===== config.mk =====
export PLATFORM = sky130hd
export DESIGN_NAME = tri_down_timer
export DESIGN_NICKNAME = d
export VERILOG_FILES = /design/src/rtl/dtmr_pkg.sv /design/src/rtl/dtmr_prescaler.sv /design/src/rtl/dtmr_channel.sv /design/src/rtl/tri_down_timer.sv
export SDC_FILE = /design/constraint.sdc
export NUM_CORES = 1
export LEC_CHECK = 0
export BUFFER_PORTS_ARGS = -buffer_cell sky130_fd_sc_hd__buf_2
export CORE_MARGIN = 8
export CORE_UTILIZATION = 30
export DETAILED_ROUTE_END_ITERATION = 12
export GPL_TIMING_DRIVEN = 1
export MAX_ROUTING_LAYER = met4
export PLACE_DENSITY = 0.45
export SLEW_MARGIN = 20
export SYNTH_ARGS = -nofsm -noshare
export SYNTH_HDL_FRONTEND = slang
export SYNTH_SLANG_ARGS = --single-unit

===== constraint.sdc =====
create_clock -name clk -period 9.96 [get_ports clk]
set_clock_uncertainty 0.15 [all_clocks]
set_input_delay 0.996 -clock clk [delete_from_list [all_inputs] [get_ports clk]]
set_output_delay 0.996 -clock clk [all_outputs]
set_load 0.1 [all_outputs]

===== src/rtl/dtmr_pkg.sv =====
package dtmr_pkg;

    localparam int CNT_W     = 32;
    localparam int PSC_W     = 10;
    localparam int BANK_BASE = 8;
    localparam int BANK_STEP = 12;

    // control word bit positions
    localparam int UF_BIT   = 8;
    localparam int CAPF_BIT = 9;

    typedef struct packed {
        logic [1:0] cap_en;
        logic       irq_en;
        logic [1:0] edge_sel;
        logic [2:0] psc;
    } chan_cfg_t;

    typedef enum logic [2:0] {
        ACC_NONE, ACC_OUTCTL, ACC_START, ACC_CONST, ACC_COUNT, ACC_CTRL, ACC_CAPT
    } acc_kind_t;

    typedef struct packed {
        logic      bad;
        acc_kind_t kind;
        logic [1:0] ch;
    } acc_t;

    function automatic logic is_bank(acc_kind_t k);
        return (k == ACC_CONST) || (k == ACC_COUNT) || (k == ACC_CTRL) || (k == ACC_CAPT);
    endfunction

    function automatic logic psc_internal(logic [2:0] code);
        return code <= 3'd4;
    endfunction

    // cycles per tick minus one: 4 << (2*code) - 1
    function automatic logic [PSC_W-1:0] psc_last(logic [2:0] code);
        logic [31:0] span;
        span = (32'd4 << (2 * code)) - 32'd1;
        return psc_internal(code) ? span[PSC_W-1:0] : '0;
    endfunction

    function automatic logic ctrl_write_legal(logic [31:0] v, logic ext_ok, logic cap_ok);
        logic ok;
        ok = 1'b1;
        if (v[2:0] == 3'd5)                 ok = 1'b0;
        if (v[2:0] >= 3'd6 && !ext_ok)      ok = 1'b0;
        if (v[4:3] != 2'd0 && !ext_ok)      ok = 1'b0;
        if (v[7:6] == 2'd1)                 ok = 1'b0;
        if (v[7:6] >= 2'd2 && !cap_ok)      ok = 1'b0;
        if (v[CAPF_BIT] && !cap_ok)         ok = 1'b0;
        if (|v[31:10])                      ok = 1'b0;
        return ok;
    endfunction

    function automatic acc_kind_t slot_kind(logic [7:0] off);
        case (off)
            8'd0:    return ACC_CONST;
            8'd4:    return ACC_COUNT;
            8'd8:    return ACC_CTRL;
            default: return ACC_CAPT;
        endcase
    endfunction

    function automatic acc_t decode_access(logic [7:0] addr, logic third, logic outctl);
        acc_t a;
        logic [7:0] off;
        a.bad  = 1'b0;
        a.kind = ACC_NONE;
        a.ch   = 2'd0;
        off    = '0;
        if (addr[1:0] != 2'd0) begin
            a.bad = 1'b1;
        end else if (addr == 8'h00) begin
            a.bad  = !outctl;
            a.kind = outctl ? ACC_OUTCTL : ACC_NONE;
        end else if (addr == 8'h04) begin
            a.kind = ACC_START;
        end else if (addr < 8'(BANK_BASE + 2 * BANK_STEP)) begin
            if (addr < 8'(BANK_BASE + BANK_STEP)) begin
                a.ch = 2'd0;
                off  = addr - 8'(BANK_BASE);
            end else begin
                a.ch = 2'd1;
                off  = addr - 8'(BANK_BASE + BANK_STEP);
            end
            a.kind = slot_kind(off);
        end else if (third && addr < 8'(BANK_BASE + 2 * BANK_STEP + 16)) begin
            a.ch   = 2'd2;
            off    = addr - 8'(BANK_BASE + 2 * BANK_STEP);
            a.kind = slot_kind(off);
        end else begin
            a.bad = 1'b1;
        end
        return a;
    endfunction

endpackage


===== src/rtl/dtmr_prescaler.sv =====
module dtmr_prescaler
    import dtmr_pkg::*;
(
    input  logic             clk,
    input  logic             rst,
    input  logic             en,
    input  logic             restart,
    input  logic [PSC_W-1:0] last,
    output logic             tick
);

    logic [PSC_W-1:0] pcnt;

    assign tick = en && (pcnt == last);

    always_ff @(posedge clk) begin
        if (rst || restart || !en || tick) begin
            pcnt <= '0;
        end else begin
            pcnt <= pcnt + 1'b1;
        end
    end

    AST_PSC_IN_RANGE: assert property (@(posedge clk) disable iff (rst)
        en |-> pcnt <= last);

endmodule


===== src/rtl/dtmr_channel.sv =====
module dtmr_channel
    import dtmr_pkg::*;
#(
    parameter bit HAS_CAPT = 1'b0
) (
    input  logic             clk,
    input  logic             rst,
    input  logic             run,
    input  logic             sel,
    input  acc_kind_t        kind,
    input  logic             we,
    input  logic [CNT_W-1:0] wdata,
    output logic [CNT_W-1:0] rd,
    output logic             irq
);

    logic [CNT_W-1:0] const_q, cnt_q, lim_q, capt_q;
    chan_cfg_t        cfg_q;
    logic             uf_q;
    logic             tick;
    logic             wr_const, wr_count, wr_ctrl, wr_capt;

    assign wr_const = we && sel && (kind == ACC_CONST);
    assign wr_count = we && sel && (kind == ACC_COUNT);
    assign wr_ctrl  = we && sel && (kind == ACC_CTRL);
    assign wr_capt  = we && sel && (kind == ACC_CAPT);

    dtmr_prescaler u_psc (
        .clk     (clk),
        .rst     (rst),
        .en      (run && psc_internal(cfg_q.psc)),
        .restart (wr_ctrl),
        .last    (psc_last(cfg_q.psc)),
        .tick    (tick)
    );

    always_ff @(posedge clk) begin
        if (rst) begin
            const_q <= '1;
            cnt_q   <= '1;
            lim_q   <= '1;
            capt_q  <= '0;
            cfg_q   <= '0;
            uf_q    <= 1'b0;
        end else begin
            if (wr_const) const_q <= wdata;
            if (HAS_CAPT && wr_capt) capt_q <= wdata;
            if (wr_ctrl) begin
                cfg_q <= chan_cfg_t'(wdata[7:0]);
                lim_q <= const_q;
                if (!wdata[UF_BIT]) uf_q <= 1'b0;
            end
            if (wr_count) begin
                cnt_q <= wdata;
            end else if (tick) begin
                if (cnt_q == '0) begin
                    cnt_q <= lim_q;
                    uf_q  <= 1'b1;
                end else begin
                    cnt_q <= cnt_q - 1'b1;
                end
            end
        end
    end

    assign irq = uf_q && cfg_q.irq_en;

    always_comb begin
        case (kind)
            ACC_CONST: rd = const_q;
            ACC_COUNT: rd = cnt_q;
            ACC_CTRL:  rd = {22'd0, 1'b0, uf_q, cfg_q};
            ACC_CAPT:  rd = capt_q;
            default:   rd = '0;
        endcase
    end

    AST_UF_RISE_AT_ZERO: assert property (@(posedge clk) disable iff (rst)
        $rose(uf_q) |-> ($past(cnt_q) == '0) && (cnt_q == $past(lim_q)));
    AST_DEC_BY_ONE: assert property (@(posedge clk) disable iff (rst)
        ($past(tick) && !$past(wr_count) && $past(cnt_q) != '0) |-> cnt_q == $past(cnt_q) - 1'b1);
    AST_STOPPED_HOLDS: assert property (@(posedge clk) disable iff (rst)
        (!$past(run) && !$past(wr_count)) |-> $stable(cnt_q));
    AST_IRQ_FALL_ON_CTRL: assert property (@(posedge clk) disable iff (rst)
        $fell(irq) |-> $past(wr_ctrl));

endmodule


===== src/rtl/tri_down_timer.sv =====
module tri_down_timer
    import dtmr_pkg::*;
#(
    parameter int NUM_CH     = 3,
    parameter bit HAS_OUTCTL = 1'b1,
    parameter bit HAS_EXTCLK = 1'b0,
    parameter int OUTCTL_W   = 8
) (
    input  logic              clk,
    input  logic              rst,
    input  logic [7:0]        bus_addr,
    input  logic [31:0]       bus_wdata,
    input  logic              bus_we,
    input  logic              bus_re,
    output logic [31:0]       bus_rdata,
    output logic              bus_err,
    output logic [NUM_CH-1:0] irq
);

    localparam bit HAS_THIRD = (NUM_CH > 2);
    localparam int CAPT_CH   = 2;

    acc_t                    acc;
    logic [NUM_CH-1:0]       run_q;
    logic [OUTCTL_W-1:0]     outctl_q;
    logic [NUM_CH-1:0]       ch_sel;
    logic [NUM_CH-1:0]       ctrl_rej;
    logic [NUM_CH-1:0][31:0] ch_rd;
    logic                    start_rej, wr_reject, we_ok, err_q;

    assign acc       = decode_access(bus_addr, HAS_THIRD, HAS_OUTCTL);
    assign start_rej = (acc.kind == ACC_START) && !HAS_THIRD && bus_wdata[2];
    assign wr_reject = acc.bad || start_rej || (|ctrl_rej);
    assign we_ok     = bus_we && !wr_reject;

    for (genvar c = 0; c < NUM_CH; c++) begin : g_ch
        assign ch_sel[c]   = is_bank(acc.kind) && (acc.ch == 2'(c));
        assign ctrl_rej[c] = ch_sel[c] && (acc.kind == ACC_CTRL)
                           && !ctrl_write_legal(bus_wdata, HAS_EXTCLK, c == CAPT_CH);
        dtmr_channel #(.HAS_CAPT(c == CAPT_CH)) u_chan (
            .clk   (clk),
            .rst   (rst),
            .run   (run_q[c]),
            .sel   (ch_sel[c]),
            .kind  (acc.kind),
            .we    (we_ok),
            .wdata (bus_wdata),
            .rd    (ch_rd[c]),
            .irq   (irq[c])
        );
    end

    always_ff @(posedge clk) begin
        if (rst) begin
            run_q    <= '0;
            outctl_q <= '0;
            err_q    <= 1'b0;
        end else begin
            err_q <= (bus_we && wr_reject) || (bus_re && acc.bad);
            if (we_ok && acc.kind == ACC_START)  run_q    <= bus_wdata[NUM_CH-1:0];
            if (we_ok && acc.kind == ACC_OUTCTL) outctl_q <= bus_wdata[OUTCTL_W-1:0];
        end
    end

    assign bus_err = err_q;

    always_comb begin
        bus_rdata = '0;
        case (acc.kind)
            ACC_OUTCTL: bus_rdata = 32'(outctl_q);
            ACC_START:  bus_rdata = 32'(run_q);
            default: begin
                for (int c = 0; c < NUM_CH; c++) begin
                    if (ch_sel[c]) bus_rdata = ch_rd[c];
                end
            end
        endcase
    end

    AST_ERR_AFTER_ACCESS: assert property (@(posedge clk) disable iff (rst)
        bus_err |-> $past(bus_we || bus_re));
    AST_START_KEPT_ON_REJECT: assert property (@(posedge clk) disable iff (rst)
        $past(bus_we && start_rej) |-> $stable(run_q));
    AST_ERR_ONE_CYCLE: assert property (@(posedge clk) disable iff (rst)
        (bus_err && !$past(bus_we || bus_re, 1)) |-> 1'b0);

endmodule


* Word level (Yosys, flattened, before mapping) *
Cells that the tools add are included.

word-level totals
  bits of input ports = 44
  output and inout bits = 36
  logic and storage cells = 203
  flip-flop bits (word level) = 389

operators by class
  mux-type cells = 61
  $add $sub $neg = 12
  equal/unequal tests = 18
  shifts and indexed selects = 3
  $lt $le $gt $ge = 8
  reduce and logical (&&, ||, !) cells = 70

operators by type and width
  kind                                                 count
  two-way mux 32 bit                                   12
  one-hot mux 32 bit (3 select lines)                  2
  one-hot mux 32 bit (4 select lines)                  1
  logical NOT 32 bit                                   3
  subtractor 32 x 1 -> 32 bit (second input constant)  3
  one-hot mux 32 bit (2 select lines)                  1
  two-way mux 8 bit                                    5
  logical AND 1 bit                                    36
  adder 10 x 1 -> 10 bit (second input constant)       3
  == test 10 bit                                       3
  two-way mux 10 bit                                   3
  << shifter 3 x 4 -> 10 bit (first input constant)    3
  subtractor 10 x 1 -> 10 bit (second input constant)  3
  two-way mux 1 bit                                    28
  == test 8 x 3 -> 1 bit (second input constant)       3
  logical NOT 8 bit                                    3
  OR reduction 22 bit                                  1
  one-hot mux 3 bit (3 select lines)                   2
  == test 8 x 4 -> 1 bit (second input constant)       2
  < comparator 8 x 6 -> 1 bit (second input constant)  2
  two-way mux 5 bit                                    3
  logical OR 1 bit                                     14
  == test 3 bit (second input constant)                4
  nonzero test 2 bit                                   5
  other kinds (17)                                     27

* Longest topological paths before layout *
  depth after elaboration = 29
  gate-level depth with buffers = 15
  depth with buffers taken out = 13

* By module *
From an unflattened synthesis, not the netlist that was laid out.

unflattened totals
  cell total of the unflattened synthesis = 2,686
  area total of the unflattened synthesis = 22,300.1 µm²

by module, submodules not included
  module                              instances  cells each  area an instance (µm²)  sequential area each (µm²)
  dtmr_channel at g_ch[0].u_chan ...  2          646         5,576.6                 2,102.0
  dtmr_channel at g_ch[2].u_chan      1          863         7,030.5                 2,742.6
  tri_down_timer                      1          360         2,476.1                 240.2
  dtmr_prescaler                      3          57          546.8                   200.2

* Worst setup path before layout *
No wires, ideal clock.

  kind = input -> output
  start point = input bus_addr[3]
  end point = output bus_rdata[14]
  slack = 3.203 ns
  arrival = 5.611 ns
  required time = 8.814 ns
  buffers on the path = 2
  cell stages on the path = 12
  cell sequence = inv_1 ha_1 a21o_1 or4_1 a311oi_2 o2111a_2 a21oi_2 a311oi_4 buf_4 buf_2 a2bb2oi_1 o21ai_0

on the way
  word-level cells in the longest chain between the ends = 21
  elaborated cells on any way between the ends = 51
  classes of those cells = 3 x add/sub; 3 x order compare; 13 x eq/ne; 22 x mux; 10 x reduce/logical

RTL lines
  what                                                     line                                source
  from (decl)                                              tri_down_timer.sv:11                input logic [7:0] bus_addr,
  subtractor 8 x 5 -> 8 bit (tied with other cells)        dtmr_pkg.sv:86                      off = addr - 8'(BANK_BASE + BANK_STEP);
  two-way mux 8 bit                                        dtmr_pkg.sv:81                      if (addr < 8'(BANK_BASE + BANK_STEP)) begin
  two-way mux 8 bit                                        dtmr_pkg.sv:80                      end else if (addr < 8'(BANK_BASE + 2 * BANK_STEP)) begin
  two-way mux 8 bit                                        dtmr_pkg.sv:78                      end else if (addr == 8'h04) begin
  two-way mux 8 bit                                        dtmr_pkg.sv:75                      end else if (addr == 8'h00) begin
  two-way mux 8 bit                                        dtmr_pkg.sv:73                      if (addr[1:0] != 2'd0) begin
  == test 8 x 4 -> 1 bit (tied with other cells)           dtmr_pkg.sv:58                      case (off)
  one-hot mux 3 bit (3 select lines)                       dtmr_pkg.sv:58
  two-way mux 5 bit                                        dtmr_pkg.sv:80
  two-way mux 3 bit                                        dtmr_pkg.sv:78
  two-way mux 4 bit                                        dtmr_pkg.sv:75
  two-way mux 5 bit *                                      dtmr_pkg.sv:73
  == test 3 x 2 -> 1 bit or == test 3 bit (tied branches)  dtmr_pkg.sv:30, dtmr_channel.sv:69
  logical OR 1 bit (3 in series)                           dtmr_pkg.sv:30                      return (k == ACC_CONST) || (k == ACC_COUNT) || (k == ACC_CTRL) || (k == ACC_CAPT);
  logical AND 1 bit                                        tri_down_timer.sv:37                assign ch_sel[c] = is_bank(acc.kind) && (acc.ch == 2'(c));
  two-way mux 32 bit (3 in series)                         tri_down_timer.sv:74                if (ch_sel[c]) bus_rdata = ch_rd[c];
  one-hot mux 32 bit (2 select lines) *                    tri_down_timer.sv:69                case (acc.kind)
  to (decl)                                                tri_down_timer.sv:15                output logic [31:0] bus_rdata,

Mark *: on every way between the ends. The rest lies on a longest branch, timed or not. The select of a mux whose other input is x is not followed.

* Worst setup path in the final report *
  start point = input bus_addr[3]
  end point = output bus_rdata[26]

Same word-level chain as after synthesis.

==> results.md <==
- Run status: finished clean
- Resize count post-CTS: 0
- RD Place Congestion: 0.895
- Mapped Cells: 2738
- Vias post-DR: 20500
- Max clock buf depth: 3
- Hold WC Path Type: flip-flop to flip-flop
- Initial core utilization: 30.1%
- Cell area after synthesis: 20600 um^2
- Clock latency on the worst-skew pair: between 500 and 600 ps
- Die ar.: approximately 77000 um^2
- WS Path Type: primary input to output pin
- Final Net Count: around 2800
- Remaining DRCs: 0
- Critical Path Sink Type: output pin
- Synth cell types: just over 90
- Final Max Tran Viols: 0
- Synth Net Count: around 2800
- Port Buffers: 79
- Critical path data required time: 8810 ps
- Initial antenna violation count: 4
- Final Worst Setup Slack: 3650 ps
- Post-Synth Simple-Gate Area: 27.1%
- Final min period: about 6300 ps
- H-tree Lvls: 2
- Tightest Pin Transition: 1150 ps
- Setup_tns: 0 ps
- Max VDD drop: 0.0914 mV
- WL/cell: 25.1 um
- Max_slew headroom: 23.1%
- Min-Delay Path Depth: 2
- PwrDens: between 100 and 150 nW/um^2
- Area contributors post-synth: dfxtp_1, nand2_1, a21oi_1
- CTS buffer count: 47
- Arrival time at the worst endpoint: 5170 ps
- Row cnt: 96
- Chip height: around 280 um
- Synth area leader: dfxtp_1
- F_max: ~0.16 GHz
- Final hold violations: 0
- CTS Hold Bufs: 0
- Ratio of cells with drive above 1 in the final layout: 9.29%
- Initial DRC count: 2192
- CTS tree: done
- Post-DP HPWL: slightly below 60 mm
- R2R cell count: 6
- Antenna viol nets, final: 0
- # Max-Cap Violations: 0
- YS warnings: 0
- Post-synthesis adder-cell area fraction: 1.58%
- Post-synth EDFFs: 0
- Post-synthesis xor/xnor area fraction: 2.17%
- Die width: 278 um
- Pre-antenna DRT Iters: 5
- Critical Path Fanout Max: 52
- Mux share of post-synthesis cell area: under 10%
- Root Buffer: clkbuf_16
- Compound-gate portion of the synthesized area: a little over a fifth
- Placement Setup Slack: roughly 3600 ps
- Global route total overflow: 0
- Post-synth ARST share: 0%
- Worst Setup Start Kind: primary input
- Global-route wire length before repair: 133 mm
- Final worst-path cycle share: 63.4%
- Post-CTS Setup Inserts: 0
- Top-level port count: 80
- Utilization after layout: between 30% and 40%
- Synth Register Bits: 389
- DRT Wirelength: 90.2 mm
- LEAKAGE: 0.00873 uW
- Tot GR Track Use: 23.0%
- Setup violators final: 0
- Largest net degree at the start of global routing: approximately 100
- Avg Vias per Cell: 5.68
- Register area share after synthesis: 37.9%
- Synth Flop Type: dfxtp_1
- Core box area: 68200 um^2
- Worst-path clk slew: roughly 50 ps
- Largest family of logic cells by synthesized area: simple AND/OR/NAND/NOR gates
- Vias in the first global route: around 19000
- Post-synth top area share: 37.9%
- RSZ-0062 raised after global routing: no
- WHS: 305 ps
- Area delta synth->final: 11.7%
- Avg Cell Area, Syn: 7.51 um^2
- CTS Sinks: 389
-- Yosys cell counts, types with 33 or more instances --
cell and number:
inv_1 56, buf_2 79, dfxtp_1 389, nand2_1 625
a211oi_1 41, o21ai_0 103, nor3_1 46, nand3_1 196
mux2i_1 73, a211o_1 33, o211ai_1 37, nor4_1 34
clkbuf_1 123, a21oi_1 214, nor2_1 191, a22oi_1 47
-- cell usage in the layout, fill, tap and decap left out, types with 31 or more instances in the layout --
cell type    n
nor4_1      33
a211o_1     33
nand3_1    195
nor3_1      45
nor2_1     190
inv_1       55
buf_4       48
buf_2       78
a211oi_1    41
a22oi_1     47
o22ai_1     31
dfxtp_1    389
o21ai_0    103
o211ai_1    37
nand2_1    625
mux2i_1     73
clkbuf_16   49
a21oi_1    214
-- report_power, final --
group,total (uW),switching (uW),internal (uW)
Clock,1730,699,1030
Sequential,1560,0.0917,1560
Combinational,140,112,28.6
Total,3420,811,2610
-- per-stage QoR --
step           total power (uW)  std cells  area [um^2]
2_1_floorplan              1670       2738        20600
3_3_place_gp               1730       3516        21400
3_5_place_dp               1730       3517        21400
4_1_cts                    3450       3595        23000
5_1_grt                    3530       3598        23000
6_report                   3420       3599        23000
-- registers in the layout, summed over array words and instances (netlist names) --
| register | cells |
|---|---|
| bus_err | 1 |
| g_ch.u_chan.capt_q | 32 |
| g_ch.u_chan.cfg_q | 24 |
| g_ch.u_chan.cnt_q | 96 |
| g_ch.u_chan.const_q | 96 |
| g_ch.u_chan.lim_q | 96 |
| g_ch.u_chan.u_psc.pcnt | 30 |
| g_ch.u_chan.uf_q | 3 |
| outctl_q | 8 |
| run_q | 3 |
-- worst paths after layout --
| check | startpoint | end | slack (ps) |
|---|---|---|---|
| worst min-delay path | g_ch[2].u_chan.capt_q[24] | g_ch[2].u_chan.capt_q[24] | 310 |
| worst max register to register | g_ch[0].u_chan.cnt_q[14] | g_ch[0].u_chan.cnt_q[17] | 5810 |
| worst max-delay path | bus_addr[3] | bus_rdata[26] | 3650 |
| worst min register to register | g_ch[2].u_chan.capt_q[24] | g_ch[2].u_chan.capt_q[24] | 310 |
-- cell type report --
| cell class | count | area [um^2] |
|---|---|---|
| antenna | 4 | 10.0 |
| clock buffer | 74 | 1470 |
| clock inverter | 4 | 45.0 |
| fill | 7233 | 45300 |
| inverter | 56 | 218 |
| multi-input combinational | 2063 | 11600 |
| sequential | 389 | 7790 |
| tap | 882 | 1100 |
| timing repair buffer | 127 | 762 |
-- logic make-up (layout without fill, tap and decap cells) --
family          after synthesis  after routing
xor+xnor                     51             51
fa+ha+maj                    26             26
buf+inv                     286            261
simple gates               1236           1236
other cells                   0              4
mux                          74             74
flops                       389            389
compound gates              676            676
-- metal layers --
metal,vias to the layer above,global-route usage (%),share of wire [%]
met4,0,7.30,2.9
li1,9550,-,-
met3,137,3.51,7.0
met1,9991,31.0,45
met2,773,35.3,45
met5,-,-,0
-- worst max-delay path: stages --
cell	delay, ps
buf_2	120
inv_1	130
ha_1	240
a21o_1	200
or4_1	480
a311oi_2	440
o2111a_2	330
a21oi_2	150
a311oi_4	240
buf_4	580
a22oi_1	200
o21ai_1	270
a32o_1	290
buf_2	460
Power figures use the tool's default switching activity.
